File: src/rtl/audirq_pkg.sv
package audirq_pkg;
  localparam int NUM_SRC = 7;
  localparam int ADDR_W  = 2;

  localparam int SRC_FIFO   = 0;
  localparam int SRC_OVR    = 1;
  localparam int SRC_EARLY  = 2;
  localparam int SRC_LATE   = 3;
  localparam int SRC_CNRDY  = 4;
  localparam int SRC_MUTE   = 5;
  localparam int SRC_CLKCFG = 6;

  typedef enum logic [1:0] {
    PROTO_FREE  = 2'd0,
    PROTO_AC97  = 2'd1,
    PROTO_SPDIF = 2'd2,
    PROTO_RSVD  = 2'd3
  } proto_e;

  typedef enum logic [ADDR_W-1:0] {
    REG_MASK   = 2'd0,
    REG_CLEAR  = 2'd1,
    REG_STATUS = 2'd2,
    REG_SPARE  = 2'd3
  } regsel_e;

  typedef struct packed {
    logic               maskWr;
    logic [NUM_SRC-1:0] wrData;
    logic [NUM_SRC-1:0] clrBits;
    regsel_e            rdSel;
  } ctrl_strobes_t;
endpackage

File: src/rtl/audirq_ctrl.sv
module audirq_ctrl
  import audirq_pkg::*;
(
  input  logic               regWrEn,
  input  logic [ADDR_W-1:0]  regAddr,
  input  logic [NUM_SRC-1:0] regWrData,
  output ctrl_strobes_t      strobes
);
  localparam logic [NUM_SRC-1:0] CLEARABLE = ~(NUM_SRC'(1) << SRC_FIFO);

  regsel_e sel;

  always_comb begin
    sel             = regsel_e'(regAddr);
    strobes.maskWr  = regWrEn && (sel == REG_MASK);
    strobes.wrData  = regWrData;
    strobes.clrBits = (regWrEn && (sel == REG_CLEAR)) ? (regWrData & CLEARABLE) : '0;
    strobes.rdSel   = sel;
  end
endmodule

File: src/rtl/audirq_flags.sv
module audirq_flags
  import audirq_pkg::*;
(
  input  logic               clk,
  input  logic               rstN,
  input  ctrl_strobes_t      strobes,
  input  logic [NUM_SRC-1:0] evtVec,
  input  logic               fifoLevel,
  input  logic               isMaster,
  input  logic               isReceiver,
  input  logic [1:0]         protoMode,
  input  logic               divBypass,
  input  logic               ifEnable,
  input  logic               dmaEnable,
  output logic [NUM_SRC-1:0] rdData,
  output logic               irqOut,
  output logic               dmaReq
);
  logic [NUM_SRC-1:0] qual;
  logic [NUM_SRC-1:0] flags;
  logic [NUM_SRC-1:0] flagsNext;
  logic [NUM_SRC-1:0] maskReg;
  logic               slaveFree;
  logic               irqReg;
  logic               dmaReg;
  logic               pastValid;
  proto_e             proto;

  always_comb begin
    proto             = proto_e'(protoMode);
    slaveFree         = !isMaster && (proto != PROTO_AC97) && (proto != PROTO_SPDIF);
    qual              = '0;
    qual[SRC_OVR]     = 1'b1;
    qual[SRC_EARLY]   = slaveFree;
    qual[SRC_LATE]    = slaveFree;
    qual[SRC_CNRDY]   = !isMaster && (proto == PROTO_AC97);
    qual[SRC_MUTE]    = isReceiver;
    qual[SRC_CLKCFG]  = isMaster && !divBypass;
  end

  assign flagsNext[SRC_FIFO] = fifoLevel;

  for (genvar i = 1; i < NUM_SRC; i++) begin : g_src
    assign flagsNext[i] = (evtVec[i] && qual[i]) ? 1'b1 :
                          strobes.clrBits[i]      ? 1'b0 : flags[i];

    p_sticky_r3: assert property (@(posedge clk) disable iff (!rstN)
      (flags[i] && !strobes.clrBits[i]) |=> flags[i]);
    p_clear_r4: assert property (@(posedge clk) disable iff (!rstN)
      (strobes.clrBits[i] && !evtVec[i]) |=> !flags[i]);
    p_set_wins_r5: assert property (@(posedge clk) disable iff (!rstN)
      (strobes.clrBits[i] && evtVec[i] && qual[i]) |=> flags[i]);
  end

  always_ff @(posedge clk) begin
    if (!rstN) begin
      flags     <= '0;
      maskReg   <= '0;
      irqReg    <= 1'b0;
      dmaReg    <= 1'b0;
      pastValid <= 1'b0;
    end else begin
      flags     <= flagsNext;
      if (strobes.maskWr) maskReg <= strobes.wrData;
      irqReg    <= |(flags & maskReg);
      dmaReg    <= fifoLevel && dmaEnable && ifEnable;
      pastValid <= 1'b1;
    end
  end

  always_comb begin
    case (strobes.rdSel)
      REG_MASK:   rdData = maskReg;
      REG_STATUS: rdData = flags;
      default:    rdData = '0;
    endcase
  end

  assign irqOut = irqReg;
  assign dmaReq = dmaReg;

  p_reset_r1: assert property (@(posedge clk)
    !rstN |=> (flags == '0 && maskReg == '0 && !irqOut && !dmaReq));
  p_early_mode_r6: assert property (@(posedge clk) disable iff (!rstN)
    $rose(flags[SRC_EARLY]) |-> $past(!isMaster && protoMode != 2'd1 && protoMode != 2'd2));
  p_late_mode_r6: assert property (@(posedge clk) disable iff (!rstN)
    $rose(flags[SRC_LATE]) |-> $past(!isMaster && protoMode != 2'd1 && protoMode != 2'd2));
  p_cnrdy_mode_r7: assert property (@(posedge clk) disable iff (!rstN)
    $rose(flags[SRC_CNRDY]) |-> $past(!isMaster && protoMode == 2'd1));
  p_mute_rx_r8: assert property (@(posedge clk) disable iff (!rstN)
    $rose(flags[SRC_MUTE]) |-> $past(isReceiver));
  p_clkcfg_mode_r9: assert property (@(posedge clk) disable iff (!rstN)
    $rose(flags[SRC_CLKCFG]) |-> $past(isMaster && !divBypass));
  p_fifo_follow_r11: assert property (@(posedge clk) disable iff (!rstN)
    pastValid |-> (flags[SRC_FIFO] == $past(fifoLevel)));
  p_irq_source_r12: assert property (@(posedge clk) disable iff (!rstN)
    irqOut |-> $past(|(flags & maskReg)));
  p_dma_gate_r13: assert property (@(posedge clk) disable iff (!rstN)
    dmaReq |-> $past(dmaEnable && ifEnable && fifoLevel));
endmodule

File: src/rtl/audio_irq_unit.sv
module audio_irq_unit
  import audirq_pkg::*;
(
  input  logic               clk,
  input  logic               rstN,
  input  logic               evtOvrUdr,
  input  logic               evtEarlySync,
  input  logic               evtLateSync,
  input  logic               evtCodecNotReady,
  input  logic               evtMute,
  input  logic               evtClkCfg,
  input  logic               fifoReqLevel,
  input  logic               isMaster,
  input  logic               isReceiver,
  input  logic [1:0]         protoMode,
  input  logic               divBypass,
  input  logic               ifEnable,
  input  logic               dmaEnable,
  input  logic               regWrEn,
  input  logic [ADDR_W-1:0]  regAddr,
  input  logic [NUM_SRC-1:0] regWrData,
  output logic [NUM_SRC-1:0] regRdData,
  output logic               irqOut,
  output logic               dmaReq
);
  ctrl_strobes_t      strobes;
  logic [NUM_SRC-1:0] evtVec;

  always_comb begin
    evtVec             = '0;
    evtVec[SRC_OVR]    = evtOvrUdr;
    evtVec[SRC_EARLY]  = evtEarlySync;
    evtVec[SRC_LATE]   = evtLateSync;
    evtVec[SRC_CNRDY]  = evtCodecNotReady;
    evtVec[SRC_MUTE]   = evtMute;
    evtVec[SRC_CLKCFG] = evtClkCfg;
  end

  audirq_ctrl u_ctrl (
    .regWrEn   (regWrEn),
    .regAddr   (regAddr),
    .regWrData (regWrData),
    .strobes   (strobes)
  );

  audirq_flags u_flags (
    .clk        (clk),
    .rstN       (rstN),
    .strobes    (strobes),
    .evtVec     (evtVec),
    .fifoLevel  (fifoReqLevel),
    .isMaster   (isMaster),
    .isReceiver (isReceiver),
    .protoMode  (protoMode),
    .divBypass  (divBypass),
    .ifEnable   (ifEnable),
    .dmaEnable  (dmaEnable),
    .rdData     (regRdData),
    .irqOut     (irqOut),
    .dmaReq     (dmaReq)
  );
endmodule

File: config.mk
export PLATFORM = sky130hd
export DESIGN_NAME = audio_irq_unit
export DESIGN_NICKNAME = d
export VERILOG_FILES = /design/src/rtl/audirq_pkg.sv /design/src/rtl/audirq_ctrl.sv /design/src/rtl/audirq_flags.sv /design/src/rtl/audio_irq_unit.sv
export SDC_FILE = /design/constraint.sdc
export NUM_CORES = 1
export LEC_CHECK = 0
export BUFFER_PORTS_ARGS = -buffer_cell sky130_fd_sc_hd__buf_2
export CAP_MARGIN = 25
export CORE_MARGIN = 5
export CORE_UTILIZATION = 47
export CTS_CLUSTER_DIAMETER = 150
export CTS_CLUSTER_SIZE = 16
export DETAILED_ROUTE_END_ITERATION = 16
export PLACE_DENSITY = 0.83
export SLEW_MARGIN = 20
export SYNTH_ARGS = -nofsm -noshare
export SYNTH_HDL_FRONTEND = slang
export SYNTH_SLANG_ARGS = --single-unit
File: constraint.sdc
create_clock -name clk -period 2.8 [get_ports clk]
set_input_delay 0.42 -clock clk [delete_from_list [all_inputs] [get_ports clk]]
set_output_delay 0.42 -clock clk [all_outputs]
set_load 0.005 [all_outputs]
==> results by group <==
Clock tree
  • H-tree levels: 1
  • Post-CTS setup buffer count: 0
  • TritonCTS Sinks: 16
  • CTS root buffer: clkbuf_4
  • Resize count post-CTS: 0
  • Hold buffer count at cts: 0
  • CTS clk-pin slew, worst paths: approximately 0.090 ns
  • TritonCTS clock tree: built
  • Clk buf depth: 2
  • Clock Latency Late Sink: 0.29 ns
  • CTS Buf Count: 3

Setup path
  • Slowest CP cell: buf_2
  • Most frequent CP cell: buf_2
  • Arrival time at the worst endpoint: ~1.1 ns
  • Worst Path Buf+Inv: 2
  • CP delay by family, top: buffers and inverters
  • Critical path fanouts, max: 9
  • Crit. End Element: output port
  • CP required: approximately 2.4 ns
  • Critical-path cell list: buf_2, mux2i_1, nor2_1, buf_2
  • CP startpoint kind: primary input
  • WS Path Type: primary input to output port
  • Crit-path max cell delay: 0.23 ns

Routing
  • Final ANT Viol Nets: 0
  • DR vias: approximately 670
  • Post-Route WL: approximately 1700 um
  • Iter 0 DRT Violations: 14
  • Vias per cell: 5.376
  • DRC viols: 0
  • 1st-pass router iterations: 4
  • Routed len/inst: roughly 14 um

Timing
  • Setup Skew: ~0.0034 ns
  • Final Cycle Share: 0.5273
  • Fin. Hold Viols: 0
  • Tmin final: between 1 and 1.5 ns
  • Setup violators final: 0
  • Slew @ Worst Pin: around 0.72 ns
  • Setup TNS: 0 ns
  • RSZ-0062 raised after global routing: false
  • Max Slew Vio Count: 0
  • Fmax: approximately 680 MHz
  • Worst slew margin: 0.5210

Power and ir drop
  • Sequential fraction of design power: 0.537
  • Static Leak: around 0.45 nW
  • Sw Ratio: 0.2346
  • Worst IR Drop VDD: between 0.2 and 0.3 mV
  • PD cells: 490.3 nW/um^2
  • Comb power frac: 0.133
  • Power share of the clock group: 0.330
  • Net switching power: about 110 uW
  • P_int: between 300 and 400 uW

Placed design
  • I/O Buffers: 34
  • DP Wirelength: between 1000 and 1500 um
  • Post-DP Area: roughly 890 um^2
  • Placer's final routability congestion estimate: around 0.77

Layout
  • Layout cells sized above 1: 0.3670
  • # fillers: about 140
  • ANT cells: 0
  • Final instance area: just over 900 um^2
  • # nets final: ~140
  • Synth-to-Final Area Change: 24.83%

Floorplanning
  • Initial Utilization: 0.4950
  • Die Wd: roughly 50 um
  • Die height: 49.83 um
  • Row cnt: 14
  • Floorplan core area: approximately 1500 um^2
  • Die Footprint: about 2500 um^2
  • I/O pin total: 35

Synthesis
  • Count of state elements after synthesis: 16
  • Sequential fraction of the synthesis area: 0.4295
  • Syn_area_per_cell: between 9 and 10 um^2
  • Post-Syn Nets: between 100 and 150
  • Synth Instances: 75
  • Synth Warn #: 0
  • Mapped Area: around 750 um^2
  • Synth unique cells: 24

Global routing
  • Initial antenna violation count: 0
  • GRT Total Usage: 0.1414
  • Largest net degree at the start of global routing: 11
  • Gr ovfl total: 0
  • First-pass GRT wire length: between 2000 and 3000 um
  • Number of global-route vias before repair: 629

Status
  • Status: finished clean

Flow run
  • Maxcap violations: 0

Min path
  • Worst min-delay path class: primary input to flip-flop
cell families (layout without fill, tap and decap cells):
| group | Yosys count | count (layout) | synth area share |
|---|---|---|---|
| xor+xnor | 1 | 1 | 0.01175 |
| buf+inv | 6 | 40 | 0.06543 |
| flops | 16 | 16 | 0.4295 |
| compound gates | 14 | 14 | 0.1426 |
| mux | 14 | 14 | 0.1879 |
| simple gates | 24 | 24 | 0.1628 |
path summary, 6_finish.rpt:
kind,start,to,slack (ns),depth (start not counted)
worst max register to register,u_flags.maskReg[3],u_flags.irqOut,1.85,2
worst min register to register,u_flags.maskReg[4],u_flags.maskReg[4],0.53,2
worst min-delay path,regWrData[1],u_flags.flags[1],0.33,2
worst max-delay path,regAddr[1],regRdData[4],1.32,4
power by group through the flow:
| stage | combinational (mW) | sequential, mW | clock, mW |
|---|---|---|---|
| floorplan | 0.0365 | 0.248 | 0 |
| global placement | 0.0593 | 0.250 | 0 |
| detailed placement | 0.0606 | 0.250 | 0 |
| CTS | 0.0612 | 0.245 | 0.155 |
| global route | 0.0674 | 0.247 | 0.165 |
| finish | 0.0608 | 0.245 | 0.150 |
metrics by stage:
stage	hold slack, ns	instances	total power, mW	worst slack (ns)	utilization
after floorplan	0.4818	75	0.2848	1.544	-
after global placement	0.4959	121	0.3092	1.180	0.5939
after detailed placement	0.5168	121	0.3111	1.165	0.5939
after CTS	0.3290	125	0.4610	1.326	0.6179
after global routing	0.3345	125	0.4797	1.273	0.6179
final	0.3275	125	0.4564	1.324	0.6179
worst register-to-register path, delay by kind of cell, from the launching register on:
kind,cells,cell delay [ns]
AO/OA/AOI/OAI,2,0.49
flip-flops,1,0.34
per-layer routing:
metal  track usage  part of all wire  vias to the layer above
met5             0                 0                        -
met4       0.05240            0.0089                        0
met3       0.06024              0.11                        2
met2        0.2203              0.46                       31
met1        0.1710              0.42                      302
li1              -                 -                      337
state kept, by name, summed over array words and instances (netlist names):
| name | cells |
|---|---|
| u_flags.flags | 7 |
| u_flags.maskReg | 7 |
| u_flags.dmaReq | 1 |
| u_flags.irqOut | 1 |
cells in the mapped netlist (all sizes together):
master | n | area [um^2]
o21ai | 1 | 5.000
xor2 | 1 | 8.760
dfxtp | 16 | 320.3
inv | 2 | 7.500
a32o | 2 | 20.02
a222oi | 1 | 10.01
and2 | 1 | 6.260
a21boi | 2 | 15.01
a311oi | 1 | 8.760
buf | 4 | 41.29
nand2 | 3 | 11.26
nor3 | 1 | 5.000
nor2 | 14 | 52.55
a22oi | 2 | 15.01
a31oi | 2 | 12.51
and3 | 1 | 6.260
a21oi | 1 | 5.000
mux2i | 14 | 140.1
o21a | 2 | 15.01
and3b | 2 | 17.52
nor3b | 1 | 12.51
nor4bb | 1 | 10.01
layout make-up:
type                            count  area (um^2)  share of cell area
Multi-Input combinational cell     53        376.6              0.4046
Sequential cell                    16        320.3              0.3441
Timing Repair Buffer               34        170.2              0.1828
Clock buffer                        4        36.28             0.03898
Tap cell                           16        20.02             0.02151
Inverter                            2        7.507            0.008065
cell usage in the layout, fill, tap and decap left out, types with 2 or more instances in the layout:
| cell | count |
|---|---|
| buf_2 | 34 |
| dfxtp_1 | 16 |
| mux2i_1 | 14 |
| nor2_1 | 14 |
| nand2_1 | 3 |
| clkbuf_4 | 3 |
| and3b_1 | 2 |
| a32o_1 | 2 |
| a21boi_1 | 2 |
| o21a_1 | 2 |
| a31oi_1 | 2 |
| a22oi_1 | 2 |
(Power assumes the default switching activity.)
